### config.mk
export PLATFORM = sky130hd
export DESIGN_NAME = addr_gen_unit
export DESIGN_NICKNAME = d
export VERILOG_FILES = /design/src/rtl/addr_gen_pkg.sv /design/src/rtl/addr_gen_ctrl.sv /design/src/rtl/addr_gen_dp.sv /design/src/rtl/addr_gen_unit.sv
export SDC_FILE = /design/constraint.sdc
export NUM_CORES = 1
export LEC_CHECK = 0
export CORE_ASPECT_RATIO = 0.8
export CORE_MARGIN = 2
export CORE_UTILIZATION = 30
export DETAILED_ROUTE_END_ITERATION = 8
export DONT_BUFFER_PORTS = 1
export HOLD_SLACK_MARGIN = 0.15
export PLACE_DENSITY = 0.42
export SLEW_MARGIN = 10
export SYNTH_ARGS = -nofsm -noshare
export SYNTH_HDL_FRONTEND = slang
export SYNTH_SLANG_ARGS = --single-unit
export TNS_END_PERCENT = 100
### constraint.sdc
create_clock -name clk -period 8.5 [get_ports clk]
set_input_delay 2.55 -clock clk [delete_from_list [all_inputs] [get_ports clk]]
set_output_delay 2.55 -clock clk [all_outputs]
set_load 0.02 [all_outputs]
### src/rtl/addr_gen_pkg.sv
package addr_gen_pkg;

  localparam int ADDR_W    = 32;
  localparam int EXT_W     = 16;
  localparam int NUM_REGS  = 8;
  localparam int REG_W     = $clog2(NUM_REGS);
  localparam int SP_REG    = NUM_REGS - 1;
  localparam int EXT_CNT_W = 2;
  localparam int BYTE_W    = 8;

  typedef enum logic [3:0] {
    M_DREG     = 4'd0,
    M_AREG     = 4'd1,
    M_IND      = 4'd2,
    M_POSTINC  = 4'd3,
    M_PREDEC   = 4'd4,
    M_DISP     = 4'd5,
    M_INDEXED  = 4'd6,
    M_ABSSHORT = 4'd7,
    M_ABSLONG  = 4'd8,
    M_PCDISP   = 4'd9,
    M_PCINDEX  = 4'd10,
    M_IMM      = 4'd11
  } eaMode_e;

  typedef enum logic [1:0] {
    SZ_BYTE = 2'd0,
    SZ_WORD = 2'd1,
    SZ_LONG = 2'd2,
    SZ_WIDE = 2'd3
  } opSize_e;

  // strobes from control to datapath
  typedef struct packed {
    logic takeReq;
    logic takeW1;
    logic takeW2;
    logic finish;
  } ctlStrb_t;

  function automatic logic [EXT_CNT_W-1:0] wordsNeeded(input logic [3:0] mode,
                                                       input logic [1:0] size);
    logic [EXT_CNT_W-1:0] n;
    case (mode)
      M_DISP, M_INDEXED, M_ABSSHORT, M_PCDISP, M_PCINDEX: n = 2'd1;
      M_ABSLONG: n = 2'd2;
      M_IMM:     n = (size == SZ_BYTE || size == SZ_WORD) ? 2'd1 : 2'd2;
      default:   n = 2'd0;
    endcase
    return n;
  endfunction

endpackage

### src/rtl/addr_gen_ctrl.sv
module addr_gen_ctrl
  import addr_gen_pkg::*;
(
  input  logic       clk,
  input  logic       rstN,
  input  logic       reqValid,
  input  logic [3:0] reqMode,
  input  logic [1:0] reqSize,
  input  logic       extValid,
  output logic       reqReady,
  output logic       extReady,
  output ctlStrb_t   strb,
  output logic       resValid
);

  typedef enum logic [1:0] {S_IDLE, S_WORD1, S_WORD2} ctlState_e;

  ctlState_e state, stateNxt;
  logic [EXT_CNT_W-1:0] needNow, needQ;

  assign needNow  = wordsNeeded(reqMode, reqSize);
  assign reqReady = (state == S_IDLE);
  assign extReady = (state != S_IDLE);

  always_comb begin
    strb.takeReq = reqValid && reqReady;
    strb.takeW1  = (state == S_WORD1) && extValid;
    strb.takeW2  = (state == S_WORD2) && extValid;
    strb.finish  = (strb.takeReq && needNow == '0) ||
                   (strb.takeW1 && needQ == 2'd1) ||
                   strb.takeW2;
  end

  always_comb begin
    stateNxt = state;
    case (state)
      S_IDLE:  if (strb.takeReq && needNow != '0) stateNxt = S_WORD1;
      S_WORD1: if (strb.takeW1) stateNxt = (needQ == 2'd2) ? S_WORD2 : S_IDLE;
      S_WORD2: if (strb.takeW2) stateNxt = S_IDLE;
      default: stateNxt = S_IDLE;
    endcase
  end

  always_ff @(posedge clk or negedge rstN) begin
    if (!rstN) begin
      state    <= S_IDLE;
      needQ    <= '0;
      resValid <= 1'b0;
    end else begin
      state    <= stateNxt;
      resValid <= strb.finish;
      if (strb.takeReq) needQ <= needNow;
    end
  end

endmodule

### src/rtl/addr_gen_dp.sv
module addr_gen_dp
  import addr_gen_pkg::*;
(
  input  logic                       clk,
  input  logic                       rstN,
  input  ctlStrb_t                   strb,
  input  logic [3:0]                 reqMode,
  input  logic [REG_W-1:0]           reqReg,
  input  logic [1:0]                 reqSize,
  input  logic [NUM_REGS*ADDR_W-1:0] dataRegsIn,
  input  logic [NUM_REGS*ADDR_W-1:0] addrRegsIn,
  input  logic [ADDR_W-1:0]          pcIn,
  input  logic [EXT_W-1:0]           extWord,
  output logic [ADDR_W-1:0]          resAddr,
  output logic                       resProg,
  output logic [REG_W:0]             resReg,
  output logic [EXT_CNT_W-1:0]       resExtUsed,
  output logic                       wbEn,
  output logic [REG_W-1:0]           wbReg,
  output logic [ADDR_W-1:0]          wbData
);

  logic [ADDR_W-1:0] dReg [NUM_REGS];
  logic [ADDR_W-1:0] aReg [NUM_REGS];

  for (genvar g = 0; g < NUM_REGS; g++) begin : g_unpack
    assign dReg[g] = dataRegsIn[g*ADDR_W +: ADDR_W];
    assign aReg[g] = addrRegsIn[g*ADDR_W +: ADDR_W];
  end

  // request fields held across the word handshakes
  logic [3:0]        modeQ;
  logic [REG_W-1:0]  regQ;
  logic [1:0]        sizeQ;
  logic [ADDR_W-1:0] pcQ;
  logic [EXT_W-1:0]  w1Q;

  always_ff @(posedge clk or negedge rstN) begin
    if (!rstN) begin
      modeQ <= '0;
      regQ  <= '0;
      sizeQ <= '0;
      pcQ   <= '0;
      w1Q   <= '0;
    end else begin
      if (strb.takeReq) begin
        modeQ <= reqMode;
        regQ  <= reqReg;
        sizeQ <= reqSize;
        pcQ   <= pcIn;
      end
      if (strb.takeW1) w1Q <= extWord;
    end
  end

  logic [3:0]        curMode;
  logic [REG_W-1:0]  curReg;
  logic [1:0]        curSize;
  logic [ADDR_W-1:0] curPc;
  logic [EXT_W-1:0]  curW1;

  assign curMode = strb.takeReq ? reqMode : modeQ;
  assign curReg  = strb.takeReq ? reqReg  : regQ;
  assign curSize = strb.takeReq ? reqSize : sizeQ;
  assign curPc   = strb.takeReq ? pcIn    : pcQ;
  assign curW1   = strb.takeW1  ? extWord : w1Q;

  logic [ADDR_W-1:0] baseA, stepVal, disp16, disp8, idxVal, wordZx, byteZx, wordPair;

  always_comb begin
    baseA    = aReg[curReg];
    disp16   = {{(ADDR_W-EXT_W){curW1[EXT_W-1]}}, curW1};
    disp8    = {{(ADDR_W-BYTE_W){curW1[BYTE_W-1]}}, curW1[BYTE_W-1:0]};
    idxVal   = curW1[EXT_W-1] ? aReg[curW1[EXT_W-1-REG_W +: REG_W]]
                              : dReg[curW1[EXT_W-1-REG_W +: REG_W]];
    wordZx   = {{(ADDR_W-EXT_W){1'b0}}, curW1};
    byteZx   = {{(ADDR_W-BYTE_W){1'b0}}, curW1[BYTE_W-1:0]};
    wordPair = {curW1, extWord};
    case (curSize)
      SZ_BYTE: stepVal = (curReg == REG_W'(SP_REG)) ? ADDR_W'(2) : ADDR_W'(1);
      SZ_WORD: stepVal = ADDR_W'(2);
      default: stepVal = ADDR_W'(4);
    endcase
  end

  logic [ADDR_W-1:0] nxtAddr, nxtWb;
  logic              nxtProg, nxtWbEn;
  logic [REG_W:0]    nxtTag;

  always_comb begin
    nxtAddr = '0;
    nxtWb   = '0;
    nxtProg = 1'b0;
    nxtWbEn = 1'b0;
    nxtTag  = '0;
    case (curMode)
      M_AREG: nxtTag = {1'b1, curReg};
      M_IND: begin
        nxtAddr = baseA;
        nxtTag  = {1'b1, curReg};
      end
      M_POSTINC: begin
        nxtAddr = baseA;
        nxtWb   = baseA + stepVal;
        nxtWbEn = 1'b1;
        nxtTag  = {1'b1, curReg};
      end
      M_PREDEC: begin
        nxtAddr = baseA - stepVal;
        nxtWb   = baseA - stepVal;
        nxtWbEn = 1'b1;
        nxtTag  = {1'b1, curReg};
      end
      M_DISP: begin
        nxtAddr = baseA + disp16;
        nxtTag  = {1'b1, curReg};
      end
      M_INDEXED: begin
        nxtAddr = baseA + disp8 + idxVal;
        nxtTag  = {1'b1, curReg};
      end
      M_ABSSHORT: nxtAddr = disp16;
      M_ABSLONG:  nxtAddr = wordPair;
      M_PCDISP: begin
        nxtAddr = curPc + disp16;
        nxtProg = 1'b1;
      end
      M_PCINDEX: begin
        nxtAddr = curPc + disp8 + idxVal;
        nxtProg = 1'b1;
      end
      M_IMM: begin
        case (curSize)
          SZ_BYTE: nxtAddr = byteZx;
          SZ_WORD: nxtAddr = wordZx;
          default: nxtAddr = wordPair;
        endcase
      end
      default: nxtTag = {1'b0, curReg};
    endcase
  end

  always_ff @(posedge clk or negedge rstN) begin
    if (!rstN) begin
      resAddr    <= '0;
      resProg    <= 1'b0;
      resReg     <= '0;
      resExtUsed <= '0;
      wbEn       <= 1'b0;
      wbReg      <= '0;
      wbData     <= '0;
    end else if (strb.finish) begin
      resAddr    <= nxtAddr;
      resProg    <= nxtProg;
      resReg     <= nxtTag;
      resExtUsed <= wordsNeeded(curMode, curSize);
      wbEn       <= nxtWbEn;
      wbReg      <= curReg;
      wbData     <= nxtWb;
    end else begin
      resProg <= 1'b0;
      wbEn    <= 1'b0;
    end
  end

endmodule

### src/rtl/addr_gen_unit.sv
module addr_gen_unit
  import addr_gen_pkg::*;
(
  input  logic                       clk,
  input  logic                       rstN,
  input  logic                       reqValid,
  output logic                       reqReady,
  input  logic [3:0]                 reqMode,
  input  logic [REG_W-1:0]           reqReg,
  input  logic [1:0]                 reqSize,
  input  logic [NUM_REGS*ADDR_W-1:0] dataRegsIn,
  input  logic [NUM_REGS*ADDR_W-1:0] addrRegsIn,
  input  logic [ADDR_W-1:0]          pcIn,
  input  logic                       extValid,
  output logic                       extReady,
  input  logic [EXT_W-1:0]           extWord,
  output logic                       resValid,
  output logic [ADDR_W-1:0]          resAddr,
  output logic                       resProg,
  output logic [REG_W:0]             resReg,
  output logic [EXT_CNT_W-1:0]       resExtUsed,
  output logic                       wbEn,
  output logic [REG_W-1:0]           wbReg,
  output logic [ADDR_W-1:0]          wbData
);

  ctlStrb_t strb;

  addr_gen_ctrl ctrl_i (
    .clk      (clk),
    .rstN     (rstN),
    .reqValid (reqValid),
    .reqMode  (reqMode),
    .reqSize  (reqSize),
    .extValid (extValid),
    .reqReady (reqReady),
    .extReady (extReady),
    .strb     (strb),
    .resValid (resValid)
  );

  addr_gen_dp dp_i (
    .clk        (clk),
    .rstN       (rstN),
    .strb       (strb),
    .reqMode    (reqMode),
    .reqReg     (reqReg),
    .reqSize    (reqSize),
    .dataRegsIn (dataRegsIn),
    .addrRegsIn (addrRegsIn),
    .pcIn       (pcIn),
    .extWord    (extWord),
    .resAddr    (resAddr),
    .resProg    (resProg),
    .resReg     (resReg),
    .resExtUsed (resExtUsed),
    .wbEn       (wbEn),
    .wbReg      (wbReg),
    .wbData     (wbData)
  );

endmodule

==> key figures <==
Clock network
  • H-tree depth: 4
  • CTS tree: built
  • Post-CTS Setup Repair Bufs: 0
  • Clk buf depth: 2
  • Hold_buf cts: 0
  • Clock transition at path regs: 0.07 ns
  • Inserted Clock Buffers: 17
  • # clock sinks: 137
  • Clock Latency Late Sink: 0.51 ns
  • Clock Root Buffer: clkbuf_16

STA
  • Fmax: 121.1 MHz
  • Worst Tran Pin Value: 1.160 ns
  • Period utilization: 0.9716
  • Hold Vio Cnt, Final: 0
  • Final Max Slew Viols: 0
  • Final setup fails: 0
  • Final Skew: 0.02695 ns
  • Post-route setup slack: 0.2411 ns
  • Minimum clock period: 8.259 ns
  • RSZ-0062 raised after global routing: false
  • Slew HR: 0.2246

Final layout
  • Layout cells sized above 1: 0.1675
  • Reg area: 3428 µm²
  • Commonest non-fill, non-tap cell in the layout: nand2_1
  • Nets: 3435
  • Multi-input logic area: 17100 µm²
  • Filler cells: 7518
  • Area grow syn2layout: 14.96%
  • Commonest non-fill, non-tap cells in the layout: nand2_1, buf_4, inv_1

Floorplan
  • Die H: 245.6 µm
  • Die Wd: 306.0 µm
  • Die Area: 75130 µm²
  • Core footprint: 72120 µm²
  • # IOs: 651
  • Starting Density: 0.3034
  • Cell Rows: 88

Route
  • DRT iter0 DRCs: 2260
  • Wire per inst: 34.03 µm
  • Post-DRT Antenna Nets: 0
  • Final WL: 125200 µm
  • DR vias/cell: 6.198
  • Via count of the routed design: 22815
  • Drt drc: 0
  • Initial DRT Pass Iterations: 6

Pwr
  • Leak: 0.01079 µW
  • Worst VDD drop: 0.3300 mV
  • Power Density: 557.1 nW/µm²
  • Tot Pwr: 14010 µW

Placement
  • Post-DP HPWL: 103400 µm
  • IO buf count: 0
  • GP Congestion: 1.025
  • Pre-CTS WS: -0.2856 ns

GRT
  • Vias in the first global route: 22353
  • Met3 Usage GRT: 0.08231
  • Initial antenna violation count: 41
  • Met1 Use GR: 0.4073
  • Largest net degree at the start of global routing: 138
  • GR peak layer: met2
  • GRT Util Overall: 0.3283
  • Grt total ovfl: 0
  • First-pass GRT wire length: 175400 µm
  • Grt met2 use: 0.5548

Run status
  • Status: complete, no violations

Worst setup path
  • Critical Path Fanout Max: 26
  • CP Capture Type: flop
  • FF-to-FF End: dp_i.resAddr[27]
  • R2R Path Start: ctrl_i.state[1]
  • Worst r2r path cells: 23
  • FF-to-FF setup slack: 1.69 ns
  • Startpoint Class: input pin
  • WP data required: 8.87 ns
  • Crit path arrival time: 8.63 ns
  • CP Class: in2reg

Synth
  • Top cell type's share of synthesized area: 0.1567
  • Asr flop ratio synth: 1.000
  • EDFF count, synth: 0
  • Synth top area cells: dfrtp_1, mux4_2, mux2i_1
  • Synth Warn #: 0
  • Post-Syn Instances: 2608
  • Distinct cells, synth: 92
  • Ys flop type: dfrtp_1
  • Flops & latches, synth: 137
  • Cell Area, Synth: 21880 µm²
  • Area leader, netlist: dfrtp_1
  • Mapped Nets: 3346
  • Syn avg cell area: 8.391 µm²
  • Register area share after synthesis: 0.1567

Hold path
  • Hold Path End: ctrl_i.needQ[0]
  • Worst Hold Depth: 2
  • HP Start: ctrl_i.needQ[0]
  • Worst min path class: reg2reg

Run
  • Max-cap viol count: 0
## flip-flops by register name, summed over array words and instances, names as in the netlist
name and cells:
dp_i.resReg 4, dp_i.wbData 32, ctrl_i.state 2, dp_i.modeQ 4, dp_i.regQ 3, dp_i.pcQ 32
dp_i.sizeQ 2, dp_i.wbReg 3, dp_i.w1Q 16, dp_i.resAddr 32, ctrl_i.needQ 2, dp_i.resExtUsed 2
dp_i.resProg 1, ctrl_i.resValid 1, dp_i.wbEn 1
## kinds of logic (layout without fill, tap and decap cells)
| logic type | after synthesis | after routing | synth area share |
|---|---|---|---|
| and+or+nand+nor | 795 | 795 | 0.1687 |
| AOI/OAI and AO/OA | 674 | 674 | 0.2146 |
| buffers and inverters | 377 | 479 | 0.06815 |
| muxes | 347 | 347 | 0.2318 |
| adders and majority gates | 165 | 165 | 0.1149 |
| DFF | 137 | 137 | 0.1567 |
| xor gates and xnor gates | 113 | 113 | 0.04523 |
| other | 0 | 26 | 0 |
## report_power, final
group          switching [µW]  internal (µW)  leakage [µW]
registers                 363            850       0.00172
logic                    6930           5080       0.00880
clock network             366            432      0.000269
total                    7660           6360        0.0108
## Yosys cell counts (all sizes together) (9+ instances only)
library cell,count
nand2,346
inv,212
mux2i,203
nor2,162
a21oi,147
dfrtp,137
mux4,126
o21ai,107
ha,105
clkbuf,101
xnor2,84
buf,62
nand3,62
fa,60
a211oi,59
a21o,42
a31oi,42
nor3,36
and2,34
a221oi,32
and3,29
xor2,29
nand4,27
a2111oi,26
o221ai,24
a311oi,23
o211ai,22
nor4,20
mux2,18
or3,15
a22oi,13
a22o,12
nand2b,12
o21bai,12
o21a,11
o31ai,11
a32oi,10
a221o,9
nor2b,9
o22ai,9
or4,9
## per-stage QoR
stage	area (µm²)	setup TNS (ns)	hold WS [ns]	util	cells
after floorplan	21900	-0.002102	0.4550	-	2608
after global placement	24510	-1.830	0.4992	0.3399	3623
after detailed placement	24510	-1.192	0.5124	0.3399	3623
after CTS	25090	0	0.5260	0.3479	3655
after global routing	25130	0	0.5469	0.3484	3670
final	25160	0	0.5259	0.3488	3681
## critical path, stage by stage
cell and delay [ns]:
nand3b_1 0.07, buf_4 0.19, mux2i_4 0.21, inv_8 0.21, mux4_2 0.56, mux2i_2 0.43
nand2_1 0.24, and2_1 0.25, fa_1 0.46, ha_1 0.23, fa_1 0.49, a211oi_1 0.31
buf_4 0.17, o21ai_0 0.16, a2111oi_1 0.50, buf_4 0.20, o41a_1 0.23, or3_1 0.19
nand2_1 0.08, xnor2_1 0.24, o22ai_1 0.12, a2111oi_0 0.31, a32oi_1 0.15
## cell type report
type / count / share of cell area
clock inverter: 14 / 0.005869
antenna: 26 / 0.002586
clock buffer: 18 / 0.01706
sequential: 137 / 0.1363
tap: 945 / 0.04700
multi-input combinational: 2094 / 0.6796
inverter: 214 / 0.03263
timing repair buffer: 233 / 0.07898
## per-layer routing
layer,part of all wire,vias up
met5,0.00037,-
met4,0.034,8
met3,0.086,207
met2,0.48,1240
met1,0.40,11406
li1,-,9954
## worst max path at each step
stage | start | to | slack (ns)
final | extValid | dp_i.resAddr[27] | 0.24
after global routing | extValid | dp_i.resAddr[27] | 0.01
after CTS | extValid | dp_i.resAddr[27] | 0.23
after detailed placement | extValid | dp_i.resAddr[27] | -0.29
after global placement | extValid | dp_i.resAddr[27] | -0.38
after floorplan | reqValid | dp_i.resAddr[27] | -0.002
## repair_timing
item,4_1_cts,5_1_grt
hold endpoints to repair,0,0
gates resized for setup,0,1
endpoints found under the setup margin,0,7
No activity file was read; power rests on OpenSTA's default activity.
